`src/rtl/irq_chain_pkg.sv`:
```
package irq_chain_pkg;

   typedef enum logic {
      CAP_LEVEL = 1'b0,
      CAP_EDGE  = 1'b1
   } cap_mode_e;

   function automatic int unsigned vec_for(input int unsigned base,
                                           input int unsigned stride,
                                           input int unsigned idx);
      return base + idx * stride;
   endfunction

endpackage

```
`src/rtl/irq_req_latch.sv`:
```
module irq_req_latch #(
   parameter irq_chain_pkg::cap_mode_e MODE = irq_chain_pkg::CAP_LEVEL
) (
   input  logic clk,
   input  logic rst_n,
   input  logic req,
   input  logic ack_in,
   input  logic ack_fall,
   input  logic sel,
   output logic pending,
   output logic frozen
);

   logic cap;
   logic won;
   logic clr;
   logic pend_nxt;

   generate
      if (MODE == irq_chain_pkg::CAP_EDGE) begin : g_edge
         logic req_q;
         always_ff @(posedge clk) begin
            if (!rst_n) req_q <= 1'b0;
            else        req_q <= req;
         end
         assign cap = req & ~req_q;
      end else begin : g_level
         assign cap = req;
      end
   endgenerate

   assign clr      = ack_fall & won;
   assign pend_nxt = (pending & ~clr) | cap;

   always_ff @(posedge clk) begin
      if (!rst_n) begin
         pending <= 1'b0;
         frozen  <= 1'b0;
         won     <= 1'b0;
      end else begin
         pending <= pend_nxt;
         if (!ack_in) frozen <= pend_nxt;
         if (ack_fall)    won <= 1'b0;
         else if (ack_in) won <= won | sel;
      end
   end

   // the winner, with no new capture, is cleared on the edge after the fall
   p_winner_cleared_r8: assert property (@(posedge clk) disable iff (!rst_n)
      (ack_fall && won && !cap) |=> !pending);

   // a capture on the clearing edge keeps the stage pending
   p_refill_survives_r10: assert property (@(posedge clk) disable iff (!rst_n)
      (ack_fall && won && cap) |=> pending);

endmodule

```
`src/rtl/irq_chain_cell.sv`:
```
module irq_chain_cell #(
   parameter int unsigned VEC_W = 8,
   parameter logic [VEC_W-1:0] VEC = '0
) (
   input  logic             pi,
   input  logic             frozen,
   output logic             po,
   output logic             sel,
   output logic [VEC_W-1:0] vec_drv
);

   assign sel     = pi & frozen;
   assign po      = pi & ~frozen;
   assign vec_drv = sel ? VEC : '0;

endmodule

```
`src/rtl/irq_vec_merge.sv`:
```
module irq_vec_merge #(
   parameter int unsigned NUM   = 4,
   parameter int unsigned VEC_W = 8
) (
   input  logic [NUM-1:0][VEC_W-1:0] vec_in,
   output logic [VEC_W-1:0]          vec_out
);

   logic [NUM:0][VEC_W-1:0] acc;

   assign acc[0] = '0;
   generate
      for (genvar i = 0; i < NUM; i++) begin : g_or
         assign acc[i+1] = acc[i] | vec_in[i];
      end
   endgenerate
   assign vec_out = acc[NUM];

endmodule

```
`src/rtl/irq_daisy_chain.sv`:
```
module irq_daisy_chain #(
   parameter int unsigned NUM_STAGES = 4,
   parameter int unsigned VEC_W      = 8,
   parameter int unsigned VEC_BASE   = 32,
   parameter int unsigned VEC_STRIDE = 4,
   parameter irq_chain_pkg::cap_mode_e REQ_CAPTURE = irq_chain_pkg::CAP_LEVEL
) (
   input  logic                  clk,
   input  logic                  rst_n,
   input  logic [NUM_STAGES-1:0] dev_req,
   input  logic                  ack_in,
   output logic                  irq_n,
   output logic [VEC_W-1:0]      vec_out,
   output logic                  vec_valid,
   output logic                  chain_out
);

   localparam int unsigned LAST_VEC =
      irq_chain_pkg::vec_for(VEC_BASE, VEC_STRIDE, NUM_STAGES - 1);
   localparam bit LEVEL_MODE = (REQ_CAPTURE == irq_chain_pkg::CAP_LEVEL);

   initial begin
      if (NUM_STAGES < 1)
         $error("irq_daisy_chain: NUM_STAGES must be at least 1");
      if (VEC_W < 1 || VEC_W > 31)
         $error("irq_daisy_chain: VEC_W must lie in 1..31");
      if (VEC_W <= 31 && LAST_VEC >= (32'd1 << VEC_W))
         $error("irq_daisy_chain: vectors do not fit in VEC_W bits");
      if (VEC_BASE == 0)
         $error("irq_daisy_chain: vector 0 is reserved for the idle bus");
   end

   logic                            ack_q;
   logic                            ack_fall;
   logic [NUM_STAGES:0]             grant;
   logic [NUM_STAGES-1:0]           pending;
   logic [NUM_STAGES-1:0]           frozen;
   logic [NUM_STAGES-1:0]           sel;
   logic [NUM_STAGES-1:0][VEC_W-1:0] vec_drv;

   always_ff @(posedge clk) begin
      if (!rst_n) ack_q <= 1'b0;
      else        ack_q <= ack_in;
   end
   assign ack_fall = ack_q & ~ack_in;

   assign grant[0] = ack_in;

   generate
      for (genvar i = 0; i < NUM_STAGES; i++) begin : g_stage
         localparam logic [VEC_W-1:0] STAGE_VEC =
            VEC_W'(irq_chain_pkg::vec_for(VEC_BASE, VEC_STRIDE, i));

         irq_req_latch #(.MODE(REQ_CAPTURE)) u_latch (
            .clk     (clk),
            .rst_n   (rst_n),
            .req     (dev_req[i]),
            .ack_in  (ack_in),
            .ack_fall(ack_fall),
            .sel     (sel[i]),
            .pending (pending[i]),
            .frozen  (frozen[i])
         );

         irq_chain_cell #(.VEC_W(VEC_W), .VEC(STAGE_VEC)) u_cell (
            .pi     (grant[i]),
            .frozen (frozen[i]),
            .po     (grant[i+1]),
            .sel    (sel[i]),
            .vec_drv(vec_drv[i])
         );
      end
   endgenerate

   irq_vec_merge #(.NUM(NUM_STAGES), .VEC_W(VEC_W)) u_merge (
      .vec_in (vec_drv),
      .vec_out(vec_out)
   );

   assign vec_valid = |sel;
   assign chain_out = grant[NUM_STAGES];
   assign irq_n     = ~|pending;

   // never more than one stage on the vector output
   p_one_winner_r7: assert property (@(posedge clk) disable iff (!rst_n)
      $onehot0(sel));

   // idle acknowledge leaves the vector output at zero
   p_idle_no_vec_r6: assert property (@(posedge clk) disable iff (!rst_n)
      !ack_in |-> (vec_out == '0 && !vec_valid));

   // vector holds for the whole acknowledge
   p_vec_stable_r9: assert property (@(posedge clk) disable iff (!rst_n)
      (ack_in && $past(ack_in)) |-> $stable(vec_out));

   // a grant leaving the chain means no stage answered
   p_pass_through_r5: assert property (@(posedge clk) disable iff (!rst_n)
      chain_out |-> (ack_in && !vec_valid));

   // a captured level request pulls the line low at the next cycle
   p_req_pulls_low_r2: assert property (@(posedge clk) disable iff (!rst_n)
      (LEVEL_MODE && (|dev_req)) |=> !irq_n);

endmodule

```
`config.mk`:
```
export PLATFORM = sky130hd
export DESIGN_NAME = irq_daisy_chain
export DESIGN_NICKNAME = d
export VERILOG_FILES = /design/src/rtl/irq_chain_pkg.sv /design/src/rtl/irq_req_latch.sv /design/src/rtl/irq_chain_cell.sv /design/src/rtl/irq_vec_merge.sv /design/src/rtl/irq_daisy_chain.sv
export SDC_FILE = /design/constraint.sdc
export NUM_CORES = 1
export LEC_CHECK = 0
export ABC_AREA = 1
export BUFFER_PORTS_ARGS = -buffer_cell sky130_fd_sc_hd__buf_4
export CELL_PAD_IN_SITES_DETAIL_PLACEMENT = 0
export CELL_PAD_IN_SITES_GLOBAL_PLACEMENT = 1
export CORE_MARGIN = 5
export CORE_UTILIZATION = 31
export CTS_CLUSTER_DIAMETER = 100
export DETAILED_ROUTE_END_ITERATION = 10
export GPL_TIMING_DRIVEN = 0
export PLACE_DENSITY = 0.71
export SLEW_MARGIN = 15
export SYNTH_ARGS = -nofsm -noshare
export SYNTH_HDL_FRONTEND = slang
export SYNTH_SLANG_ARGS = --single-unit
```
`constraint.sdc`:
```
create_clock -name clk -period 0.9 [get_ports clk]
set_clock_uncertainty 0.1 [all_clocks]
set_input_delay 0.09 -clock clk [delete_from_list [all_inputs] [get_ports clk]]
set_output_delay 0.09 -clock clk [all_outputs]
set_load 0.02 [all_outputs]
```
==> results of run 1 <==
report_power, final:
part | total [mW] | leakage [nW] | switching, mW | internal [mW]
Clock | 0.363 | 0.0150 | 0.192 | 0.172
Sequential | 0.664 | 0.111 | 0.0483 | 0.615
Combinational | 0.436 | 0.374 | 0.215 | 0.221
Total | 1.46 | 0.500 | 0.455 | 1.01
metal layers:
metal	global-route usage, %	up-vias	wire length (um)
li1	-	307	-
met4	3.13	0	0
met2	15.9	16	695
met1	10.9	263	601
met5	0	-	0
met3	5.13	0	112
worst max-delay path by stage:
stage	from	end	slack, ps	cells after the start
after CTS	g_stage[0].u_latch.frozen	vec_out[2]	-420	6
after global routing	g_stage[0].u_latch.frozen	vec_out[2]	-480	6
final	g_stage[0].u_latch.frozen	vec_out[2]	-410	6
after floorplan	g_stage[0].u_latch.frozen	vec_out[2]	-70	5
after global placement	g_stage[0].u_latch.frozen	vec_out[2]	-210	6
after detailed placement	g_stage[0].u_latch.frozen	vec_out[2]	-210	6
registers in the layout, indices dropped and copies added (netlist names):
register                 flops
g_stage.u_latch.frozen       4
g_stage.u_latch.won          4
g_stage.u_latch.pending      4
ack_q                        1
synthesized netlist by cell type:
cell,n
sky130_fd_sc_hd__nand2_4,1
sky130_fd_sc_hd__inv_2,4
sky130_fd_sc_hd__inv_1,8
sky130_fd_sc_hd__a21oi_2,3
sky130_fd_sc_hd__nand2_1,14
sky130_fd_sc_hd__dfxtp_1,13
sky130_fd_sc_hd__inv_4,1
sky130_fd_sc_hd__bufinv_8,1
sky130_fd_sc_hd__nor2_1,4
sky130_fd_sc_hd__nor4_1,1
sky130_fd_sc_hd__a31oi_1,2
sky130_fd_sc_hd__nor2_4,1
sky130_fd_sc_hd__nand3_1,4
sky130_fd_sc_hd__o21ai_2,2
sky130_fd_sc_hd__nor3_1,1
sky130_fd_sc_hd__nand3_2,3
sky130_fd_sc_hd__buf_4,6
sky130_fd_sc_hd__a21oi_1,6
sky130_fd_sc_hd__conb_1,1
sky130_fd_sc_hd__nand2_2,3
cell families after synthesis:
family | Yosys count
AOI/OAI and AO/OA | 13
buffers and inverters | 20
DFF | 13
other | 1
and+or+nand+nor | 32
cell type report:
cell class / count / area [um^2] / share of cell area (%)
Buffer: 6 / 45.0 / 4.07
Clock buffer: 4 / 26.3 / 2.38
Inverter: 14 / 76.3 / 6.90
Multi-Input combinational cell: 50 / 398 / 36.0
Sequential cell: 13 / 278 / 25.1
Tap cell: 27 / 33.8 / 3.05
Timing Repair Buffer: 25 / 249 / 22.5
through the flow:
stage	hold slack (ps)	setup TNS (ps)
after floorplan	120	-177
after global placement	252	-1190
after detailed placement	256	-1280
after CTS	0.824	-3070
after global routing	11.8	-3730
final	8.86	-3050
timing repair:
action | in CTS | in global routing
hold buffers | 3 | 0
setup endpoints to repair | 11 | 16
setup buffers | 10 | 2
pin swaps | 4 | 5
gates resized for setup | 15 | 10
endpoints found under the hold margin | 4 | 0
worst max-delay path: cells and delay by family (launching register included):
kind	cells	cell delay, ps
and+or+nand+nor	3	240
DFF	1	340
buffers and inverters	3	260
==> metrics.md, run 1 <==
| Metric | Value |
|---|---|
| Highest fanout seen on the critical path | 3 |
| Dominant combinational cell family by area after synthesis | simple AND/OR/NAND/NOR gates |
| Cells taking the most area after synthesis | sky130_fd_sc_hd__dfxtp_1 41%, sky130_fd_sc_hd__nand2_1 8.3%, sky130_fd_sc_hd__buf_4 7.1% |
| Adder and majority cell fraction of the synthesized area | 0% |
| Inserted Diodes | 0 |
| Endpoint of the worst hold path | g_stage[2].u_latch.pending |
| Worst-case clock buffer depth | 2 |
| Category of the most critical setup path | reg -> out |
| Final std cell area, no fill | 1110 um^2 |
| Count of cells along the worst register-to-register path | 8 |
| Top Ports | 18 |
| Portion of netlist area occupied by mux cells | 0% |
| Via count | 586 |
| Setup repair after global routing missed its margin | yes |
| Total setup violations reported at the end of the flow | 12 |
| Total power | 1.46 mW |
| Power density cells | 1320 nW/um^2 |
| Cell depth of the worst min-delay path | 5 |
| Die W | 55.2 um |
| Fin worst setup slack | -407 ps |
| Startpoint type of the worst setup path | register |
| Clk Latency, worst-skew pair | 270 ps |
| Post-synth top area cell | sky130_fd_sc_hd__dfxtp_1 |
| Sequential element share of the synthesized area | 41.0% |
| Reg-to-reg setup timing slack | -390 ps |
| Critical Path End Type | primary output |
| CTS Root Buffer Type | sky130_fd_sc_hd__clkbuf_4 |
| Most frequent cells in the layout | 16 x sky130_fd_sc_hd__buf_4, 12 x sky130_fd_sc_hd__nand2_1, 11 x sky130_fd_sc_hd__buf_6, 6 x sky130_fd_sc_hd__a21oi_2 |
| Post-synthesis area per instance | 8.03 um^2 |
| Number of routed nets with antenna violations | 0 |
| Proportion of netlist area held by the largest area contributor | 41.0% |
| Global route total overflow | 0 |
| Nets | 120 |
| Post-Place Cells | 121 |
| Post-DP HPWL | 1040 um |
| Post-route core utilization | 56.4% |
| Critical register-to-register path endpoint | g_stage[3].u_latch.won |
| Final cycle utilization of the critical path | 145% |
| Synthesized-area fraction occupied by xor and xnor cells | 0% |
| Most frequent standard cell in the layout excluding fill and tap cells | sky130_fd_sc_hd__buf_4 |
| Clock sink count | 13 |
| Area of the mapped netlist | 634 um^2 |
| FP Rows | 16 |
| Number of DRC violations after detailed-routing iteration 0 | 4 |
| Die Area | 3050 um^2 |
| Worst slack, placed | -210 ps |
| Distinct cells, synth | 20 |
| Pre-antenna DRT Iters | 4 |
| Number of buffers added on ports | 11 |
| Number of register bits inferred by synthesis | 13 |
| Compound-cell area share of the yosys netlist | 13.6% |
| Number of synthesis warnings | 0 |
| Non-filler cells in the finished layout | 139 |
| Leakage | 0.500 nW |
| Number of H-tree levels | 1 |
| Cell Area, Placed | 878 um^2 |
| Clock-pin slew of the registers on the worst-case setup and hold paths | 80 ps |
| Die Ht | 55.2 um |
| Cell at the slowest stage of the critical path | sky130_fd_sc_hd__dfxtp_2 |
| Clock tree from TritonCTS | yes |
| Simple-Gate Fraction of Synth Area | 26.8% |
| HP Class | in -> reg |
| Starting density of the core | 32.3% |
| Number of pins with negative max-slew slack in the final report | 0 |
| Worst endpoint data arrival time | 1120 ps |
| Highest clock frequency the design can meet | 765 MHz |
| Routed via count divided by cell count | 4.22 |
| Aggregate routed wire length | 1410 um |
| Wirelength per Cell | 10.1 um |
| Final weighted congestion in routability-driven placement | 0.724 |
| Largest stage delay on the critical path | 340 ps |
| Worst path required time | 710 ps |
| Cells along the critical path | inv_4, nand3_4, inv_4, nand3_4, nand2_4, buf_6 |
| Antenna violations before repair | 0 |
| DRC | 0 |
| Final Hold Fails | 0 |
| Count of maximum capacitance violations | 0 |
| Vias in the first global route | 573 |
| Area of the core | 1960 um^2 |
| Fraction of final layout cells sized beyond drive strength 1 | 65.2% |
| Filler Cell Count | 196 |
| Post-synthesis cell count | 79 |
| Run status | complete, but fails checks |
| Violated checks | negative setup slack |
| Area added between synthesis and finish | 74.4% |
| Source of the worst hold timing path | dev_req[2] |
| Global-route wire length before repair | 2400 um |
| Final critical path time including I/O delays and setup | 1310 ps |
| Maximum number of pins on one net before global-route repair | 10 |
| Total routing resource utilization after global routing | 9.75% |
| IR drop worst, VDD | 0.769 mV |
| Crit Reg-Reg Startpoint | g_stage[0].u_latch.frozen |
| Cts bufs inserted | 3 |
(Power assumes the default switching activity.)
==> run 2: changes to the inputs <==
Settings changed: PLACE_DENSITY 0.71 to 0.72.
==> run 2 against run 1 <==
Net effect: the run still ends with negative setup slack left; sequential power hardly changed; global-route usage up 0.98 points; sequential share of layout area is 0.35 points higher; power is 0.85% higher; core utilization is 1.3 points lower; setup slack worse by 8.4 ps; routed wire length rose by 13%; count of clock-buffer cells in the layout unchanged; register-to-register slack improved by 230 ps; critical path type unchanged; critical endpoint is now vec_valid; largest cell class unchanged.
==> metrics.md, run 2 (synthesized netlist as in run 1, its figures left out) <==
| Metric | Value |
|---|---|
| Clock sink count | 13 (unchanged) |
| Count of maximum capacitance violations | 0 (unchanged) |
| DRC | 0 (unchanged) |
| Antenna violations before repair | 0 (unchanged) |
| Startpoint type of the worst setup path | register |
| Area added between synthesis and finish | 70.4% |
| Via count | 590 (+0.68%) |
| Routed via count divided by cell count | 4.31 (+2.2%) |
| HP Class | in -> reg |
| Vias in the first global route | 577 (+0.70%) |
| Fraction of final layout cells sized beyond drive strength 1 | 65.5% (+0.28 points) |
| Highest clock frequency the design can meet | 760 MHz (-0.64%) |
| Switching power total | 471 uW (+3.6%) |
| Power density cells | 1360 nW/um^2 (+3.2%) |
| Number of pins with negative max-slew slack in the final report | 0 (unchanged) |
| Die Ht | 55.2 um (unchanged) |
| Cell at the slowest stage of the critical path | sky130_fd_sc_hd__dfxtp_2 |
| Inserted Diodes | 0 (unchanged) |
| Die W | 55.2 um (unchanged) |
| Final weighted congestion in routability-driven placement | 0.744 (+2.8%) |
| Switching part of the total power | 32.0% (+0.84 points) |
| Post-DP HPWL | 1050 um (+0.12%) |
| Total setup violations reported at the end of the flow | 13 (+1) |
| Most frequent standard cell in the layout excluding fill and tap cells | sky130_fd_sc_hd__buf_4 |
| Nets | 118 (-1.7%) |
| Category of the most critical setup path | reg -> out |
| Worst path required time | 710 ps (about the same) |
| Clock tree from TritonCTS | yes |
| FP Rows | 16 (unchanged) |
| Comb pwr share | 29.6% (-0.2 points) |
| Final Hold Fails | 0 (unchanged) |
| Hold slack final | 0.0167 ps (-8.84 ps) |
| Most frequent cells in the layout | 16 x sky130_fd_sc_hd__buf_4, 11 x sky130_fd_sc_hd__nand2_1, 10 x sky130_fd_sc_hd__buf_6, 6 x sky130_fd_sc_hd__dfxtp_2 |
| Global-route wire length before repair | 2530 um (+5.5%) |
| Global route total overflow | 0 (unchanged) |
| Clk Latency, worst-skew pair | 280 ps (about the same) |
| Number of routed nets with antenna violations | 0 (unchanged) |
| Largest stage delay on the critical path | 370 ps (+30 ps) |
| Worst slack, placed | -218 ps (-8.02 ps) |
| Final cycle utilization of the critical path | 146% (+0.94 points) |
| Critical Path End Type | primary output |
| Final critical path time including I/O delays and setup | 1320 ps (+8.42 ps) |
| Fin worst setup slack | -415 ps (-8.42 ps) |
| Setup repair after global routing missed its margin | yes |
| Most numerous cell on the critical path | sky130_fd_sc_hd__buf_6 |
| Number of H-tree levels | 1 (unchanged) |
| Clock-pin slew of the registers on the worst-case setup and hold paths | 80 ps (about the same) |
| IR drop worst, VDD | 0.849 mV (+10%) |
| Wirelength per Cell | 11.7 um (+15%) |
| Total routing resource utilization after global routing | 10.7% (+0.98 points) |
| Highest fanout seen on the critical path | 3 (unchanged) |
| Number of buffers added on ports | 11 (unchanged) |
| Cts bufs inserted | 3 (unchanged) |
| CTS Root Buffer Type | sky130_fd_sc_hd__clkbuf_4 |
| Buffers and inverters on the worst path | 3 (unchanged) |
| Worst endpoint data arrival time | 1130 ps (about the same) |
| Maximum number of pins on one net before global-route repair | 10 (unchanged) |
| Violated checks | negative setup slack |
| Number of DRC violations after detailed-routing iteration 0 | 8 (+4) |
| Die Area | 3050 um^2 (unchanged) |
| Register share of total power | 45.2% (-0.2 points) |
| Pre-antenna DRT Iters | 3 (-1) |
| Top Ports | 18 (unchanged) |
| Run status | complete, but fails checks |
| Setup tns final | -3100 ps (-58.1 ps) |
| Internal power | 1.00 mW (-0.38%) |
| Worst-case clock buffer depth | 2 (unchanged) |
| Leakage | 0.482 nW (-3.6%) |
| Registers with the highest flip-flop counts | g_stage.u_latch.frozen x4, g_stage.u_latch.pending x4, g_stage.u_latch.won x4 |
| Aggregate routed wire length | 1600 um (+13%) |
| Area of the core | 1960 um^2 (unchanged) |
| Starting density of the core | 32.3% (unchanged) |
| Family of cells with the greatest summed delay on the critical path | flip-flops |
| Cells along the critical path | inv_4, buf_6, a31oi_4, buf_6 |
| Clock power share | 25.2% (+0.4 points) |
==> run 2: cell count changes in the layout (fill, tap and decap cells not counted), sizes merged <==
cell and delta:
buf -2
==> run 2: power by group through the flow <==
stage          combinational [mW]  sequential, mW  clock [mW]
2_1_floorplan               0.248           0.672           0
3_3_place_gp                0.326           0.679           0
3_5_place_dp                0.331           0.680           0
4_1_cts                     0.415           0.665       0.380
5_1_grt                     0.471           0.673       0.416
6_report                    0.436           0.667       0.372
==> run 2: final timing paths <==
path                            cells past startpoint  slack [ps]                       start                         end
worst max-delay path                                4        -420   g_stage[0].u_latch.frozen                   vec_valid
worst min-delay path                                3        0.02                       rst_n   g_stage[1].u_latch.frozen
worst max register to register                      6        -160   g_stage[1].u_latch.frozen      g_stage[3].u_latch.won
worst min register to register                      2         400  g_stage[3].u_latch.pending  g_stage[3].u_latch.pending
==> run 2: repair_timing <==
item,CTS,global route
endpoints found under the hold margin,3,0
pin swaps,6,3
setup endpoints to repair,11,15
hold buffers,3,0
resized for setup,16,7
buffers inserted,7,2
==> run 2: worst register-to-register path, delay by kind of cell (launching register included) <==
family	cells	cell delay, ps
DFF	1	340
AOI/OAI and AO/OA	1	90
buffers and inverters	3	290
and+or+nand+nor	2	180
==> run 2: metal layers <==
layer	part of all wire, %	up-vias	track usage [%]
met4	1.1	0	3.47
met3	6.9	2	5.36
met1	40	270	10.4
met2	52	14	19.6
met5	0	-	0
li1	-	304	-
==> run 2: layout make-up <==
class                           instances  area, um^2
Buffer                                  6        45.0
Clock buffer                            4        26.3
Fill cell                             201         881
Inverter                               14        76.3
Multi-Input combinational cell         50         407
Sequential cell                        13         275
Tap cell                               27        33.8
Timing Repair Buffer                   23         218
==> run 2: stage by stage <==
stage	cells	power (mW)	util (%)	cell area [um^2]
3_5_place_dp	121	1.01	44.8	878
6_report	137	1.48	55.1	1080
4_1_cts	135	1.46	52.8	1040
3_3_place_gp	121	1.01	44.8	878
5_1_grt	137	1.56	55.1	1080
2_1_floorplan	83	0.921	-	762
